--- config.mk ---
export PLATFORM = sky130hd
export DESIGN_NAME = serlink_adc_port
export DESIGN_NICKNAME = d
export VERILOG_FILES = /design/src/rtl/serlink_pkg.sv /design/src/rtl/serlink_sync.sv /design/src/rtl/serlink_cs_filter.sv /design/src/rtl/serlink_frame_ctrl.sv /design/src/rtl/serlink_adc_port.sv
export SDC_FILE = /design/constraint.sdc
export NUM_CORES = 1
export LEC_CHECK = 0
export ABC_AREA = 1
export CAP_MARGIN = 20
export CORE_MARGIN = 2
export CORE_UTILIZATION = 55
export CTS_BUF_LIST = sky130_fd_sc_hd__clkbuf_8
export DETAILED_ROUTE_END_ITERATION = 12
export DONT_BUFFER_PORTS = 1
export PLACE_DENSITY_LB_ADDON = 0.1
export SLEW_MARGIN = 0
export SYNTH_ARGS = -nofsm -noshare
export SYNTH_HDL_FRONTEND = slang
export SYNTH_SLANG_ARGS = --single-unit
--- constraint.sdc ---
create_clock -name clk -period 1.6 [get_ports clk]
set_input_delay 0.32 -clock clk [delete_from_list [all_inputs] [get_ports clk]]
set_output_delay 0.32 -clock clk [all_outputs]
set_load 0.05 [all_outputs]
--- src/rtl/serlink_pkg.sv ---
package serlink_pkg;
    localparam int ADDR_W    = 4;
    localparam int DATA_W    = 10;
    localparam int FRAME_MAX = 16;

    typedef struct packed {
        logic zero;
        logic busy;
        logic pending;
    } frame_flags_t;

    function automatic int cnt_width(input int max_val);
        return $clog2(max_val + 1);
    endfunction
endpackage

--- src/rtl/serlink_sync.sv ---
module serlink_sync #(
    parameter int               WIDTH   = 1,
    parameter int               STAGES  = 2,
    parameter logic [WIDTH-1:0] RST_VAL = '0
) (
    input  logic             clk,
    input  logic             rst,
    input  logic [WIDTH-1:0] d,
    output logic [WIDTH-1:0] q
);
    for (genvar g = 0; g < WIDTH; g++) begin : g_bit
        logic [STAGES-1:0] chain;
        always_ff @(posedge clk) begin
            if (rst) chain <= {STAGES{RST_VAL[g]}};
            else     chain <= {chain[STAGES-2:0], d[g]};
        end
        assign q[g] = chain[STAGES-1];
    end
endmodule

--- src/rtl/serlink_cs_filter.sv ---
module serlink_cs_filter #(
    parameter int SETTLE = 4
) (
    input  logic clk,
    input  logic rst,
    input  logic cs_n_sync,
    output logic cs_act,
    output logic act_evt
);
    localparam int           CW   = serlink_pkg::cnt_width(SETTLE);
    localparam logic [CW-1:0] LAST = CW'(SETTLE - 1);

    logic          cs_n_q;
    logic [CW-1:0] cnt;

    always_ff @(posedge clk) begin
        if (rst) begin
            cs_n_q  <= 1'b1;
            cnt     <= '0;
            act_evt <= 1'b0;
        end else begin
            act_evt <= 1'b0;
            if (cs_n_sync == cs_n_q) begin
                cnt <= '0;
            end else if (cnt == LAST) begin
                cs_n_q  <= cs_n_sync;
                cnt     <= '0;
                act_evt <= ~cs_n_sync;
            end else begin
                cnt <= cnt + 1'b1;
            end
        end
    end

    assign cs_act = ~cs_n_q;
endmodule

--- src/rtl/serlink_frame_ctrl.sv ---
module serlink_frame_ctrl
    import serlink_pkg::*;
#(
    parameter int DATA_W    = serlink_pkg::DATA_W,
    parameter int ADDR_W    = serlink_pkg::ADDR_W,
    parameter int FRAME_MAX = serlink_pkg::FRAME_MAX
) (
    input  logic              clk,
    input  logic              rst,
    input  logic              cs_act,
    input  logic              cs_act_evt,
    input  logic              sclk_s,
    input  logic              addr_s,
    input  logic              conv_done,
    input  logic [DATA_W-1:0] conv_result,
    output logic              dout,
    output logic              dout_oe,
    output logic              eoc,
    output logic              conv_start,
    output logic              conv_abort,
    output logic [ADDR_W-1:0] conv_addr
);
    localparam int            FW       = cnt_width(FRAME_MAX);
    localparam int            RW       = cnt_width(ADDR_W);
    localparam logic [FW-1:0] START_AT = FW'(DATA_W);
    localparam logic [FW-1:0] FULL_AT  = FW'(FRAME_MAX);
    localparam logic [RW-1:0] RISE_AT  = RW'(ADDR_W);

    logic              sclk_prev;
    logic [FW-1:0]     falls;
    logic [FW-1:0]     falls_inc;
    logic [RW-1:0]     rises;
    logic [ADDR_W-1:0] addr_sh;
    logic [DATA_W-1:0] shreg;
    logic [DATA_W-1:0] out_reg;
    frame_flags_t      fl;
    logic              rise, fall;

    assign rise      = cs_act &  sclk_s & ~sclk_prev;
    assign fall      = cs_act & ~sclk_s &  sclk_prev;
    assign falls_inc = falls + 1'b1;

    always_ff @(posedge clk) begin
        if (rst) begin
            sclk_prev  <= 1'b0;
            falls      <= '0;
            rises      <= '0;
            addr_sh    <= '0;
            shreg      <= '0;
            out_reg    <= '0;
            fl         <= '0;
            conv_start <= 1'b0;
            conv_abort <= 1'b0;
            conv_addr  <= '0;
        end else begin
            conv_start <= 1'b0;
            conv_abort <= 1'b0;
            sclk_prev  <= sclk_s;
            if (cs_act_evt) begin
                falls      <= '0;
                rises      <= '0;
                shreg      <= out_reg;
                fl.zero    <= 1'b0;
                fl.pending <= 1'b0;
                if (fl.busy) begin
                    fl.busy    <= 1'b0;
                    conv_abort <= 1'b1;
                end
            end else begin
                if (rise && rises < RISE_AT) begin
                    addr_sh <= {addr_sh[ADDR_W-2:0], addr_s};
                    rises   <= rises + 1'b1;
                end
                if (fall && falls < FULL_AT) begin
                    falls <= falls_inc;
                    if (falls_inc < START_AT)
                        shreg <= shreg << 1;
                    if (falls_inc == START_AT) begin
                        fl.zero    <= 1'b1;
                        fl.busy    <= 1'b1;
                        conv_start <= 1'b1;
                        conv_addr  <= addr_sh;
                    end
                    if (falls_inc == FULL_AT && fl.pending) begin
                        falls      <= '0;
                        rises      <= '0;
                        shreg      <= out_reg;
                        fl.zero    <= 1'b0;
                        fl.pending <= 1'b0;
                    end
                end
                if (conv_done && fl.busy) begin
                    out_reg <= conv_result;
                    fl.busy <= 1'b0;
                    if (cs_act) begin
                        if (falls == START_AT || falls == FULL_AT) begin
                            falls   <= '0;
                            rises   <= '0;
                            shreg   <= conv_result;
                            fl.zero <= 1'b0;
                        end else begin
                            fl.pending <= 1'b1;
                        end
                    end
                end
            end
        end
    end

    assign dout    = fl.zero ? 1'b0 : shreg[DATA_W-1];
    assign dout_oe = cs_act;
    assign eoc     = ~fl.busy;
endmodule

--- src/rtl/serlink_adc_port.sv ---
module serlink_adc_port #(
    parameter int DATA_W      = serlink_pkg::DATA_W,
    parameter int ADDR_W      = serlink_pkg::ADDR_W,
    parameter int FRAME_MAX   = serlink_pkg::FRAME_MAX,
    parameter int CS_SETTLE   = 4,
    parameter int SYNC_STAGES = 2
) (
    input  logic              clk,
    input  logic              rst,
    input  logic              cs_n,
    input  logic              sclk,
    input  logic              addr_in,
    output logic              dout,
    output logic              dout_oe,
    output logic              eoc,
    output logic              conv_start,
    output logic [ADDR_W-1:0] conv_addr,
    output logic              conv_abort,
    input  logic              conv_done,
    input  logic [DATA_W-1:0] conv_result
);
    logic [1:0] ser_sync;
    logic       cs_n_sync;
    logic       cs_act;
    logic       cs_act_evt;

    serlink_sync #(.WIDTH(2), .STAGES(SYNC_STAGES), .RST_VAL(2'b00)) u_ser_sync (
        .clk (clk),
        .rst (rst),
        .d   ({sclk, addr_in}),
        .q   (ser_sync)
    );

    serlink_sync #(.WIDTH(1), .STAGES(SYNC_STAGES), .RST_VAL(1'b1)) u_cs_sync (
        .clk (clk),
        .rst (rst),
        .d   (cs_n),
        .q   (cs_n_sync)
    );

    serlink_cs_filter #(.SETTLE(CS_SETTLE)) u_cs_filter (
        .clk       (clk),
        .rst       (rst),
        .cs_n_sync (cs_n_sync),
        .cs_act    (cs_act),
        .act_evt   (cs_act_evt)
    );

    serlink_frame_ctrl #(
        .DATA_W    (DATA_W),
        .ADDR_W    (ADDR_W),
        .FRAME_MAX (FRAME_MAX)
    ) u_frame (
        .clk         (clk),
        .rst         (rst),
        .cs_act      (cs_act),
        .cs_act_evt  (cs_act_evt),
        .sclk_s      (ser_sync[1]),
        .addr_s      (ser_sync[0]),
        .conv_done   (conv_done),
        .conv_result (conv_result),
        .dout        (dout),
        .dout_oe     (dout_oe),
        .eoc         (eoc),
        .conv_start  (conv_start),
        .conv_abort  (conv_abort),
        .conv_addr   (conv_addr)
    );
endmodule

==> reports/metrics.csv <==
stage,metric,value,unit
run_status,status,"finished, violations left",
run_status,failed_checks,setup timing,
power_and_ir_drop,peakVddDrop,0.791,mV
critical_path,path_buf_inv,2,
final_layout,seq_area,1070,sq um
timing,timing.final.crit_share,103,%
detailed_routing,vias,2481,
critical_path,crit_path_end,u_frame.rises[1],
critical_path,r2r_end,u_frame.rises[1],
power_and_ir_drop,finalPower,2.20,mW
yosys,syn_area,2710,sq um
clock_tree,cts_made_buffers,5,
timing,rsz0062_at_grt,yes,
final_layout,multiInputGateArea,1410,sq um
die,ios,25,
critical_path,worst-path-max-fanout,6,
critical_path,timing.rr.start,u_frame.falls[0],
yosys,synth_area_per_cell,6.87,sq um
timing,max_freq,609,MHz
yosys,synth_seq_cells,53,
yosys,yosysSeqAreaShare,39.2,%
critical_path,critPathRequiredTime,1.81,ns
yosys,yosysMostFrequentCell,nand2_1,
clock_tree,clk_path_buf_depth,2,
die,dieArea,5500,sq um
global_route,grt_max_degree,22,
global_route,antenna_found_initial,0,
die,die_h,74.2,um
yosys,synth.distinct_cells,24,
clock_tree,cts_hold_buf,0,
power_and_ir_drop,p_comb_share,2.3,%
timing,layout_setup_ws,-0.0408,ns
yosys,synthesis.nets,418,
detailed_routing,post_drt_via_cell_ratio,5.17,
yosys,synth_edf_count,0,
critical_path,rr_worst_depth,9,
yosys,synth_common_cells,"nand2_1 (110), inv_1 (57), dfxtp_1 (53), nand3_1 (31), nor2_1 (27)",
critical_path,crit_family,simple AND/OR/NAND/NOR gates,
timing,min_period,1.64,ns
power_and_ir_drop,switching_power,0.504,mW
power_and_ir_drop,power_frac_clock,37.6,%
yosys,synth_top_area_share,39.2,%
clock_tree,cts_tree,yes,
power_and_ir_drop,seqPwrFrac,60.2,%
critical_path,startpoint_type,flop,
clock_tree,clk-insertion-delay-late,0.31,ns
die,num_rows,25,
critical_path,crit_type,flop to flop,
final_layout,nets,436,
placed_design,placed_cells,470,
yosys,ys.flop_type,dfxtp_1,
critical_path,cp_slowest_cell,dfxtp_4,
critical_path,end_kind,flop,
detailed_routing,drcViolationCount,0,
die,die_w,74.2,um
timing,hold_viol,0,
clock_tree,cts-htree-levels,2,
power_and_ir_drop,p_int,1.70,mW
placed_design,gp_congestion,0.836,
job,cap_violations,0,
clock_tree,cts_root_buf,clkbuf_8,
clock_tree,clock-sinks,53,
placed_design,io_buffers,0,
critical_path,crit_chain,ha_4 -> inv_2 -> nand2_2 -> nand3_2 -> nor2_4 -> clkbuf_16 -> nand4_1 -> nand3_1 -> nor3_1,
critical_path,slowest_delay,0.40,ns
final_layout,nFillCells,409,
min_path,hold_path.class,input pin to flop,
critical_path,path_depth,9,
final_layout,drive_gt1_share,18.2,%
detailed_routing,drtAntennaViolNets,0,
final_layout,stdcell_count,480,
min_path,whs_path_depth,1,
critical_path,critPathLaunch,u_frame.falls[0],
die,start_util,57.3,%
final_layout,antenna_cells,0,
yosys,synthTopCellsByArea,"dfxtp_1 (39%), nand2_1 (15%), inv_1 (7.9%), nand3_1 (5.7%), a21oi_1 (4.3%)",
critical_path,worstPathArrival,1.85,ns
power_and_ir_drop,power_density,699,nW/um^2
clock_tree,clk_pin_slew,0.10,ns
timing,slew_violations,0,
yosys,synth_warnings,0,
timing,fin_skew,0.00591,ns
global_route,grt_pass1_vias,2263,
timing,setup_viol,14,
final_layout,area_growth,16.4,%
global_route,grt-ovfl-total,0,
power_and_ir_drop,power_switching_share,22.9,%
global_route,grt.total_usage,24.0,%
yosys,synth-async-reset-ratio,0,%
die,core,4720,sq um
detailed_routing,drt_pass1_iterations,4,
yosys,synth_top_area_cell,dfxtp_1,
timing,relSlewSlack,43.5,%
yosys,syn-instance-count,394,
placed_design,place_hpwl,4160,um
detailed_routing,avgRoutedWirePerCell,12.8,um
critical_path,r2r_slack,-0.04,ns
detailed_routing,drt_first_iter_violations,149,
detailed_routing,postRouteWirelength,6140,um
timing,worst_slew_pin_slew,0.844,ns
power_and_ir_drop,leakage,1.48,nW
global_route,grt_pass1_wl,10200,um
[placed cells by master, fill, tap and decap left out, types with 3 or more instances in the layout]
cell type | netlist | layout
a21oi_1 | 23 | 23
buf_4 | 0 | 14
buf_6 | 2 | 8
clkbuf_8 | 0 | 6
dfxtp_1 | 53 | 49
ha_1 | 8 | 5
ha_4 | 0 | 3
inv_1 | 57 | 56
inv_2 | 7 | 7
nand2_1 | 110 | 108
nand2_2 | 4 | 5
nand2_4 | 2 | 3
nand3_1 | 31 | 27
nand3_2 | 10 | 13
nand4_1 | 14 | 14
nor2_1 | 27 | 27
nor3_1 | 6 | 6
o21ai_0 | 21 | 21
[metal layers]
layer,part of all wire [%],vias to the layer above,track usage (%)
met3,5.3,9,5.96
met4,1.4,0,7.68
met2,48,67,39.7
met5,0,-,0
met1,46,1126,30.9
li1,-,1279,-
[metrics by stage]
step | area, sq um | setup WS, ns | hold WS [ns] | utilization, % | TNS [ns]
2_1_floorplan | 2710 | 0.0486 | 0.388 | - | 0
3_3_place_gp | 2910 | 0.00137 | 0.389 | 61.5 | 0
3_5_place_dp | 2910 | -0.0440 | 0.394 | 61.5 | -0.266
4_1_cts | 3020 | -0.000216 | 0.0538 | 64.0 | -0.000216
5_1_grt | 3150 | -0.189 | 0.0472 | 66.7 | -2.25
6_report | 3150 | -0.0408 | 0.0650 | 66.7 | -0.350
[final cells by class]
type / instances / share of cell area (%)
Clock buffer: 6 / 2.62
Clock inverter: 2 / 0.556
Sequential cell: 53 / 34.0
Multi-Input combinational cell: 264 / 44.8
Tap cell: 67 / 2.66
Timing Repair Buffer: 24 / 7.63
Inverter: 64 / 7.70
[worst min-delay path by stage]
stage	startpoint	endpoint	slack, ns
floorplan	u_ser_sync.g_bit[0].chain[0]	u_ser_sync.g_bit[0].chain[1]	0.39
global placement	u_ser_sync.g_bit[0].chain[0]	u_ser_sync.g_bit[0].chain[1]	0.39
detailed placement	u_cs_sync.g_bit[0].chain[0]	u_cs_sync.g_bit[0].chain[1]	0.39
CTS	rst	u_frame.sclk_prev	0.05
global route	rst	u_frame.sclk_prev	0.05
finish	rst	u_frame.sclk_prev	0.07
[logic make-up (layout without fill, tap and decap cells)]
family | after synthesis | count (layout) | share of synthesized area [%]
AND/OR/NAND/NOR | 209 | 209 | 36.5
buffers and inverters | 77 | 96 | 11.4
flip-flops | 53 | 53 | 39.2
AO/OA/AOI/OAI | 46 | 46 | 8.92
adder cells (fa/ha/maj) | 8 | 8 | 3.70
XOR/XNOR | 1 | 1 | 0.324
[power groups by stage]
stage          Combinational [mW]  Sequential (mW)  Clock, mW
6_report                   0.0500             1.33      0.828
5_1_grt                    0.0569             1.33      0.886
4_1_cts                    0.0501             1.33      0.855
3_5_place_dp               0.0500             1.36          0
3_3_place_gp               0.0492             1.36          0
2_1_floorplan              0.0404             1.36          0
[timing repair]
item,4_1_cts,5_1_grt
cloned,0,1
pin swaps,1,11
gates resized for setup,3,23
setup endpoints to repair,14,18
buffers inserted,0,1
Note: power is estimated with default switching activity, not from simulation.
